$ cat src/rtl/smooth_cal_pkg.sv
// Package: shared types and helpers for the smooth calibration unit.
// Assumes a fixed 512-slot spreading grid (9-bit trim count).
package smooth_cal_pkg;

    localparam int SLOT_BITS = 9;
    localparam int NUM_SLOTS = 1 << SLOT_BITS;

    // Window length choice: full, half or quarter of the nominal window.
    typedef enum logic [1:0] {
        WIN_FULL    = 2'd0,
        WIN_HALF    = 2'd1,
        WIN_QUARTER = 2'd2
    } win_sel_e;

    // Setting in force for the current window.
    typedef struct packed {
        logic [SLOT_BITS-1:0] calm;
        logic                 plus;
        win_sel_e             sel;
    } cal_cfg_t;

    // Reverse the bit order of a slot index so that consecutive counts land far apart.
    function automatic logic [SLOT_BITS-1:0] bit_rev(input logic [SLOT_BITS-1:0] v);
        logic [SLOT_BITS-1:0] r;
        for (int i = 0; i < SLOT_BITS; i++) begin
            r[i] = v[SLOT_BITS-1-i];
        end
        return r;
    endfunction

endpackage

$ cat src/rtl/cal_cfg_latch.sv
// Module: cal_cfg_latch
// Decodes the raw trim inputs into a window selection and a trim count with the
// ignored low bits cleared, and holds that setting for a whole window.
// Assumes load_i pulses on the last cycle of each window.
module cal_cfg_latch
    import smooth_cal_pkg::*;
(
    input  logic                 clk,
    input  logic                 rst_n,
    input  logic [SLOT_BITS-1:0] calm_i,
    input  logic                 plus_i,
    input  logic                 win8_i,
    input  logic                 win16_i,
    input  logic                 load_i,
    output cal_cfg_t             cfg_o
);

    cal_cfg_t cfg_next;
    cal_cfg_t cfg_q;

    // Decode the selection (quarter wins over half) and clear the bits the window ignores.
    always_comb begin
        cfg_next.plus = plus_i;
        cfg_next.calm = calm_i;
        if (win8_i) begin
            cfg_next.sel       = WIN_QUARTER;
            cfg_next.calm[1:0] = 2'b00;
        end else if (win16_i) begin
            cfg_next.sel     = WIN_HALF;
            cfg_next.calm[0] = 1'b0;
        end else begin
            cfg_next.sel = WIN_FULL;
        end
    end

    // Capture the decoded setting only on a window boundary.
    always_ff @(posedge clk) begin
        if (!rst_n) begin
            cfg_q <= '0;
        end else if (load_i) begin
            cfg_q <= cfg_next;
        end
    end

    assign cfg_o = cfg_q;

    // the active setting moves only at a boundary.
    assert_cfg_hold_R9: assert property (@(posedge clk) disable iff (!rst_n)
        !load_i |=> $stable(cfg_q));
    // the selection never takes the unused code.
    assert_sel_legal_R8: assert property (@(posedge clk) disable iff (!rst_n)
        cfg_q.sel != 2'd3);
    // the half window carries an even count.
    assert_half_lsb_R6: assert property (@(posedge clk) disable iff (!rst_n)
        (cfg_q.sel == WIN_HALF) |-> (cfg_q.calm[0] == 1'b0));
    // the quarter window carries a count that is a multiple of four.
    assert_quarter_lsbs_R7: assert property (@(posedge clk) disable iff (!rst_n)
        (cfg_q.sel == WIN_QUARTER) |-> (cfg_q.calm[1:0] == 2'b00));

endmodule

$ cat src/rtl/cal_win_ctr.sv
// Module: cal_win_ctr
// Counts reference cycles through a window whose length is 2^WIN_LOG2 shifted
// right by the selection code, and flags the last cycle of the window.
// Assumes the selection changes only together with the wrap.
module cal_win_ctr
    import smooth_cal_pkg::*;
#(
    parameter int WIN_LOG2 = 20
) (
    input  logic                clk,
    input  logic                rst_n,
    input  win_sel_e            sel_i,
    output logic [WIN_LOG2-1:0] cnt_o,
    output logic                wrap_o
);

    logic [WIN_LOG2-1:0] cnt_q;
    logic [WIN_LOG2-1:0] last_cnt;

    // Last count of the active window.
    always_comb begin
        last_cnt = {WIN_LOG2{1'b1}} >> sel_i;
    end

    assign wrap_o = (cnt_q == last_cnt);

    // Advance the count and return to zero after the last cycle.
    always_ff @(posedge clk) begin
        if (!rst_n) begin
            cnt_q <= '0;
        end else if (wrap_o) begin
            cnt_q <= '0;
        end else begin
            cnt_q <= cnt_q + 1'b1;
        end
    end

    assign cnt_o = cnt_q;

    // the count stays inside the active window.
    assert_cnt_in_window_R2: assert property (@(posedge clk) disable iff (!rst_n)
        cnt_q <= last_cnt);
    // a new window starts at zero.
    assert_wrap_restart_R2: assert property (@(posedge clk) disable iff (!rst_n)
        wrap_o |=> (cnt_q == '0));

endmodule

$ cat src/rtl/cal_pulse_gen.sv
// Module: cal_pulse_gen
// Decides per cycle whether the pulse is masked, doubled or passed. One decoder
// is built for each window length, and the active one is chosen by the setting.
// Assumes WIN_LOG2 - 2 >= SLOT_BITS so every window holds 512 whole slots.
module cal_pulse_gen
    import smooth_cal_pkg::*;
#(
    parameter int WIN_LOG2 = 20
) (
    input  logic [WIN_LOG2-1:0] cnt_i,
    input  cal_cfg_t            cfg_i,
    output logic [1:0]          adv_o
);

    localparam int NUM_LEN = 3;

    logic [NUM_LEN-1:0] mask_k;
    logic [NUM_LEN-1:0] ins_k;
    logic               mask_sel;
    logic               ins_sel;

    for (genvar k = 0; k < NUM_LEN; k++) begin : g_len
        localparam int LEN_LOG2 = WIN_LOG2 - k;
        localparam int SUB_W    = LEN_LOG2 - SLOT_BITS;

        logic [SLOT_BITS-1:0] slot_idx;
        logic [SLOT_BITS-1:0] slot_rev;
        logic                 slot_start;
        logic [SLOT_BITS:0]   ins_lim;
        logic [SLOT_BITS-1:0] mask_lim;

        assign slot_idx = cnt_i[LEN_LOG2-1 -: SLOT_BITS];
        assign slot_rev = bit_rev(slot_idx);
        assign ins_lim  = (SLOT_BITS + 1)'(NUM_SLOTS >> k);
        assign mask_lim = cfg_i.calm >> k;

        if (SUB_W > 0) begin : g_sub
            assign slot_start = (cnt_i[SUB_W-1:0] == '0);
        end else begin : g_nosub
            assign slot_start = 1'b1;
        end

        // Mask or insert on a slot start whose reversed index is under the limit.
        always_comb begin
            mask_k[k] = slot_start && (slot_rev < mask_lim);
            ins_k[k]  = slot_start && cfg_i.plus && ({1'b0, slot_rev} < ins_lim);
        end
    end

    // Select the decoder that matches the active window length.
    always_comb begin
        unique case (cfg_i.sel)
            WIN_FULL:    begin mask_sel = mask_k[0]; ins_sel = ins_k[0]; end
            WIN_HALF:    begin mask_sel = mask_k[1]; ins_sel = ins_k[1]; end
            WIN_QUARTER: begin mask_sel = mask_k[2]; ins_sel = ins_k[2]; end
            default:     begin mask_sel = 1'b0;      ins_sel = 1'b0;      end
        endcase
    end

    // Combine: masked-only gives 0, inserted-only gives 2, otherwise 1.
    always_comb begin
        adv_o = {ins_sel & ~mask_sel, ~(ins_sel ^ mask_sel)};
    end

endmodule

$ cat src/rtl/smooth_cal_unit.sv
// Module: smooth_cal_unit (top)
// Removes or adds reference pulses evenly over a calibration window, to trim a
// calendar fed from a 32768 Hz clock. adv_o is the number of prescaler steps to
// take this cycle. Assumes clk is the reference clock itself.
module smooth_cal_unit
    import smooth_cal_pkg::*;
#(
    parameter int WIN_LOG2 = 20
) (
    input  logic       clk,
    input  logic       rst_n,
    input  logic [8:0] calm_i,
    input  logic       plus_i,
    input  logic       win8_i,
    input  logic       win16_i,
    output logic [1:0] adv_o
);

    cal_cfg_t            cfg;
    logic [WIN_LOG2-1:0] cnt;
    logic                wrap;
    logic [1:0]          adv;

    cal_cfg_latch u_cfg (
        .clk     (clk),
        .rst_n   (rst_n),
        .calm_i  (calm_i),
        .plus_i  (plus_i),
        .win8_i  (win8_i),
        .win16_i (win16_i),
        .load_i  (wrap),
        .cfg_o   (cfg)
    );

    cal_win_ctr #(.WIN_LOG2(WIN_LOG2)) u_ctr (
        .clk    (clk),
        .rst_n  (rst_n),
        .sel_i  (cfg.sel),
        .cnt_o  (cnt),
        .wrap_o (wrap)
    );

    cal_pulse_gen #(.WIN_LOG2(WIN_LOG2)) u_gen (
        .cnt_i (cnt),
        .cfg_i (cfg),
        .adv_o (adv)
    );

    assign adv_o = adv;

    // the advance code 3 is never produced.
    assert_adv_code_R5: assert property (@(posedge clk) disable iff (!rst_n)
        adv_o != 2'd3);
    // a double step happens only while insertion is enabled.
    assert_ins_needs_plus_R4: assert property (@(posedge clk) disable iff (!rst_n)
        (adv_o == 2'd2) |-> cfg.plus);
    // pulses are never removed while the count is zero.
    assert_no_mask_zero_R3: assert property (@(posedge clk) disable iff (!rst_n)
        (cfg.calm == '0) |-> (adv_o != 2'd0));
    // the cycle after reset is a plain step.
    assert_reset_plain_R1: assert property (@(posedge clk)
        !rst_n |=> (adv_o == 2'd1));

endmodule

$ cat config.mk
export PLATFORM = sky130hd
export DESIGN_NAME = smooth_cal_unit
export DESIGN_NICKNAME = d
export VERILOG_FILES = /design/src/rtl/smooth_cal_pkg.sv /design/src/rtl/cal_cfg_latch.sv /design/src/rtl/cal_win_ctr.sv /design/src/rtl/cal_pulse_gen.sv /design/src/rtl/smooth_cal_unit.sv
export SDC_FILE = /design/constraint.sdc
export NUM_CORES = 1
export LEC_CHECK = 0
export ABC_AREA = 1
export CELL_PAD_IN_SITES_DETAIL_PLACEMENT = 0
export CELL_PAD_IN_SITES_GLOBAL_PLACEMENT = 1
export CORE_ASPECT_RATIO = 1.1
export CORE_MARGIN = 3
export CORE_UTILIZATION = 41
export DETAILED_ROUTE_END_ITERATION = 10
export DONT_BUFFER_PORTS = 1
export GPL_TIMING_DRIVEN = 0
export PLACE_DENSITY = 0.77
export SETUP_SLACK_MARGIN = 0.05
export SYNTH_ARGS = -nofsm -noshare
export SYNTH_HDL_FRONTEND = slang
export SYNTH_SLANG_ARGS = --single-unit
$ cat constraint.sdc
create_clock -name clk -period 1.75 [get_ports clk]
set_input_delay 0 -clock clk [delete_from_list [all_inputs] [get_ports clk]]
set_output_delay 0 -clock clk [all_outputs]
set_load 0.005 [all_outputs]
Word-level counts from Yosys, hierarchy flattened:

Cells that the tools add are included.

* mux-type cells: 7
* reductions and logical operators: 14
* divide/modulo/power cells: 0
* eq/ne operators: 3
* bitwise logic cells: 5
* shifts and indexed selects: 1
* add/sub/neg operators: 1
* multiply operators: 0
* $lt $le $gt $ge: 6

Operators by type and width (count)
* $add A20 B1 Y20 const B: 1
* $eq A20 B20 Y1: 1
* $shr A20 B2 Y20 const A: 1
* $logic_not A11 Y1: 1
* $logic_not A10 Y1: 1
* $lt A9 B10 Y1 const B: 1
* $logic_and A1 B1 Y1: 9
* $logic_not A9 Y1: 1
* $lt A9 B7 Y1: 1
* $lt A9 B8 Y1: 1
* $lt A9 B8 Y1 const B: 1
* $lt A9 B9 Y1: 1
* $lt A9 B9 Y1 const B: 1
* $pmux W1 S3: 2
* $mux W1: 4
* $not A1 Y1: 3
* $eq A2 B1 Y1 const B: 1
* $eq A2 B2 Y1 const B: 1
* $logic_not A2 Y1: 1
* $mux W2: 1
* $reduce_or A2 Y1: 1
* $and A1 B1 Y1: 1
* $xor A1 B1 Y1: 1

* input port bits: 14
* latch bits: 0
* output and inout bits: 2
* word-level logic and storage cells: 41
* RAM bits: 0
* bits in read-only memories: 0
* memories: 0
* register bits: 32

Longest topological paths before layout:

* word-level depth: 6
* depth in mapped cells: 13
* gate-level depth less buffers: 13

Cells and area by module:

A second synthesis with hierarchy kept.

* cell total of the unflattened synthesis: 301
* area, all modules: 2037.0 µm²

By module, submodules not included
* cal_win_ctr: cells each 152, times used 1, area an instance 1088.5 µm²
* cal_pulse_gen: cells each 95, times used 1, area an instance 494.2 µm²
* cal_cfg_latch: cells each 54, times used 1, area an instance 454.2 µm²

Worst setup path after synthesis:

Ideal clock, no wire load.

* path type: register to register
* from: reg u_ctr.cnt_q[0], in the netlist u_ctr.cnt_o[0]
* to: reg u_ctr.cnt_q[16], in the netlist u_ctr.cnt_o[16]
* cell stages (with the launch flop): 10
* arrival time: 1.613 ns
* path buffers: 1
* period minus slack after synthesis: 1.728 ns
* path slack: 0.022 ns
* cells stage by stage: dfxtp_1 -> ha_1 -> nand3_2 -> inv_2 -> nand2_2 -> nor3b_4 -> nand2_4 -> nand2_8 -> buf_12 -> nor2_2

* longest elaborated chain between the ends: 2

Ends and longest elaborated chain
* from (decl): RTL line cal_win_ctr.sv:17 `logic [WIN_LOG2-1:0] cnt_q;`
* from (signal assigned): RTL line cal_win_ctr.sv:34 `cnt_q <= cnt_q + 1'b1;`
* branches (longest 2 deep; another with $add A20 B1 Y20)

Several ways; the timed one is not identified.
A chain may end at the register's enable or synchronous reset.

Final worst setup path:

* from: reg u_cfg.cfg_q, in the netlist u_cfg.cfg_o[7]
* to: out adv_o[0]

* longest elaborated chain between the ends: 5

Ends and longest elaborated chain
* from (decl): RTL line cal_cfg_latch.sv:19 `cal_cfg_t cfg_q;`
* from (signal assigned): RTL line cal_cfg_latch.sv:41 `cfg_q <= cfg_next;`
* $lt A9 B7 Y1, or another cell as far along: RTL line cal_pulse_gen.sv:45 `mask_k[k] = slot_start && (slot_rev < mask_lim);`
* $logic_and A1 B1 Y1: RTL line cal_pulse_gen.sv:45
* $pmux W1 S3 (*): RTL line cal_pulse_gen.sv:52 `unique case (cfg_i.sel)`
* $xor A1 B1 Y1 (*): RTL line cal_pulse_gen.sv:62 `adv_o = {ins_sel & ~mask_sel, ~(ins_sel ^ mask_sel)};`
* $not A1 Y1 (*): RTL line cal_pulse_gen.sv:62
* to (decl): RTL line smooth_cal_unit.sv:16 `output logic [1:0] adv_o`

Mark *: on every way between the ends. The rest lies on a longest branch, timed or not.

==> impl_metrics.json <==
{
  "fill_cells": 448,
  "wire_per_inst_um": 13.0,
  "yosys.area_share.simple": 0.383,
  "grt.met3_usage": 0.0390,
  "p_leak_uw": 0.00108,
  "cts_buffers": 5,
  "setup_ws_ns": -0.0973,
  "cts.reportedPaths.clkPinSlew_ns": 0.06,
  "die_w_um": 73.1,
  "placed_cells": 355,
  "p_sw_frac": 0.234,
  "crit_path_end_kind": "output pin",
  "clockBufferDepth": 2,
  "netlist_area_mm2": 0.00203,
  "drc": 0,
  "finalPower_uw": 1380,
  "crit_fanout": 3,
  "syn_avg_cell_area_um2": 6.79,
  "period_share": 1.06,
  "finClkSkew_ns": 0.00261,
  "dieArea_mm2": 0.00583,
  "cts_root_buffer": "clkbuf_8",
  "gr-max-usage-layer": "met2",
  "tightest_slew_ns": 0.550,
  "power_switching_uw": 322,
  "detail-route-antenna-nets": 0,
  "pwr-share-clk": 0.370,
  "rsz0062_at_grt": "true",
  "synth_common_cells": "81 x nand2_1, 43 x inv_1, 32 x dfxtp_1",
  "power_density_mw_per_mm2": 498,
  "rows": 26,
  "synth_cell_type_count": 28,
  "power_frac_seq": 0.538,
  "ys_async_sr_fraction": 0,
  "multiInputGateArea_mm2": 0.00143,
  "htreeDepth": 2,
  "met2_usage": 0.291,
  "drv_cap": 0,
  "ios": 16,
  "drt_wl_total_um": 5070,
  "violations": "setup timing",
  "setup_tns_ns": -0.117,
  "synthTopCellsByArea": "dfxtp_1 32%, nand2_1 15%, ha_1 8.0%",
  "drt_first_pass_iters": 4,
  "comb_power_share": 0.092,
  "hp-class": "in -> reg",
  "drive_above_1_share": 0.300,
  "fmax_mhz": 541,
  "startpoint_type": "flop",
  "peakVddDrop_mv": 0.342,
  "gr-total-overflow": 0,
  "grt_pass1_vias": 1818,
  "cp-startpoint": "u_cfg.cfg_o[7]",
  "die_y_um": 79.8,
  "regArea_um2": 666,
  "synthAdderAreaFrac": 0.0801,
  "period_minus_slack_ns": 1.85,
  "cts_tree": "built",
  "slew_headroom": 0.633,
  "p_int_uw": 1050,
  "fin_cells": 389,
  "path_class": "reg -> out",
  "finalHoldViolations": 0,
  "muxShareOfSynthArea": 0,
  "synth_nets": 326,
  "synth_compound_area_frac": 0.0641,
  "cts.sinks": 32,
  "required_ns": 1.75,
  "syn_inst": 299,
  "grt.total_usage": 0.184,
  "initial_core_util": 0.431,
  "crit_arrival_ns": 1.85,
  "setup_viol": 2,
  "syn_to_final_growth_pct": 36.2,
  "clkLatencyLatePin_ns": 0.28,
  "dr_total_vias": 1918,
  "grt_pass1_wl_um": 8310,
  "antenna_found_initial": 0,
  "synth_top_area_share": 0.315,
  "n_antenna_cell": 0,
  "use_met1": 0.249,
  "yosys_warnings": 0,
  "fin_nets": 362,
  "reg2reg_from": "u_ctr.cnt_o[0]",
  "hpwl_um": 3540,
  "synth_most_common_cell": "nand2_1",
  "coreArea_mm2": 0.00472,
  "grt_start_max_net_pins": 11,
  "synth_top_family_by_area": "simple AND/OR/NAND/NOR gates",
  "port_buffers": 0,
  "hold_start": "win16_i",
  "synth_xor_area_frac": 0.0474,
  "gp_congestion": 0.782,
  "status": "complete, but fails checks",
  "drtIter0Drc": 63,
  "synth-seq-cells": 32,
  "yosys.area.top_type": "dfxtp_1",
  "synth_edf_count": 0,
  "drv_slew": 0,
  "synth-seq-area-share": 0.315,
  "ys.flop_type": "dfxtp_1",
  "viasPerCell": 4.93
}
-- through the flow --
step / utilization / setup WS, ns / area, um2 / hold WS [ns]
final: 0.586 / -0.0973 / 2770 / 0.0151
after global routing: 0.586 / -0.219 / 2770 / 0.0621
after CTS: 0.529 / -0.0865 / 2490 / 0.00194
after detailed placement: 0.446 / -0.225 / 2100 / 0.171
after global placement: 0.446 / -0.228 / 2100 / 0.167
after floorplan: - / 0.0906 / 2030 / 0.149
-- cells by family after synthesis --
| kind of cell | after synthesis |
|---|---|
| compound gates | 25 |
| xor+xnor | 11 |
| fa+ha+maj | 13 |
| buf+inv | 51 |
| flops | 32 |
| simple gates | 167 |
-- worst max-delay path, cell delays in order (launching register included) --
cell and delay (ns):
dfxtp_2 0.33, inv_2 0.04, ha_4 0.25, a21oi_4 0.18
nand2_1 0.08, a21boi_1 0.15, nand2_2 0.07, nand2_1 0.05
nand2_1 0.04, nand2_1 0.07, inv_2 0.05, ha_4 0.25
-- final cells by class --
class / count / area share
clock buffers: 5 / 0.0249
inverters: 46 / 0.0642
flip-flops and latches: 32 / 0.241
repair buffers: 29 / 0.107
multi-input cells: 216 / 0.517
well taps: 56 / 0.0253
plain buffers: 5 / 0.0208
-- final timing paths --
| path | slack [ns] | endpoint | depth (start not counted) |
|---|---|---|---|
| max reg2reg | 0.07 | u_ctr.cnt_o[15] | 10 |
| min reg2reg | 0.46 | u_cfg.cfg_o[8] | 2 |
| min | 0.02 | u_cfg.cfg_o[3] | 5 |
| max | -0.1 | adv_o[0] | 11 |
-- sequential cells by signal (all words and copies together) (netlist names) --
name,count
u_ctr.cnt_o,20
u_cfg.cfg_o,12
-- power by group through the flow --
stage	Combinational (uW)	Clock, uW	Sequential, uW
final	127	509	741
after global routing	140	553	742
after CTS	89.9	525	739
after detailed placement	56.5	0	759
after global placement	56.7	0	758
after floorplan	44.4	0	757
-- cells in the final DEF (no fill, tap or decap), drive strengths merged, types with 8 or more instances in the layout --
master	instances
dlygate4sd3	13
nand3	27
clkbuf	8
nor3	8
xor2	9
buf	18
inv	46
a21oi	22
nand2	85
ha	13
dfxtp	32
nor2	38
-- per-layer routing --
metal | vias to the layer above | wire (um)
met4 | 0 | 55
met5 | - | 0
met1 | 893 | 2580
met3 | 5 | 109
li1 | 1005 | -
met2 | 15 | 2330
-- timing repair --
action,in CTS,in global routing
pin swaps,5,16
resized for setup,30,44
hold endpoints to repair,22,0
cloned,0,2
hold buffers,13,0
setup buffers,6,8
setup endpoints to repair,34,26
Note: power is estimated with default switching activity, not from simulation.
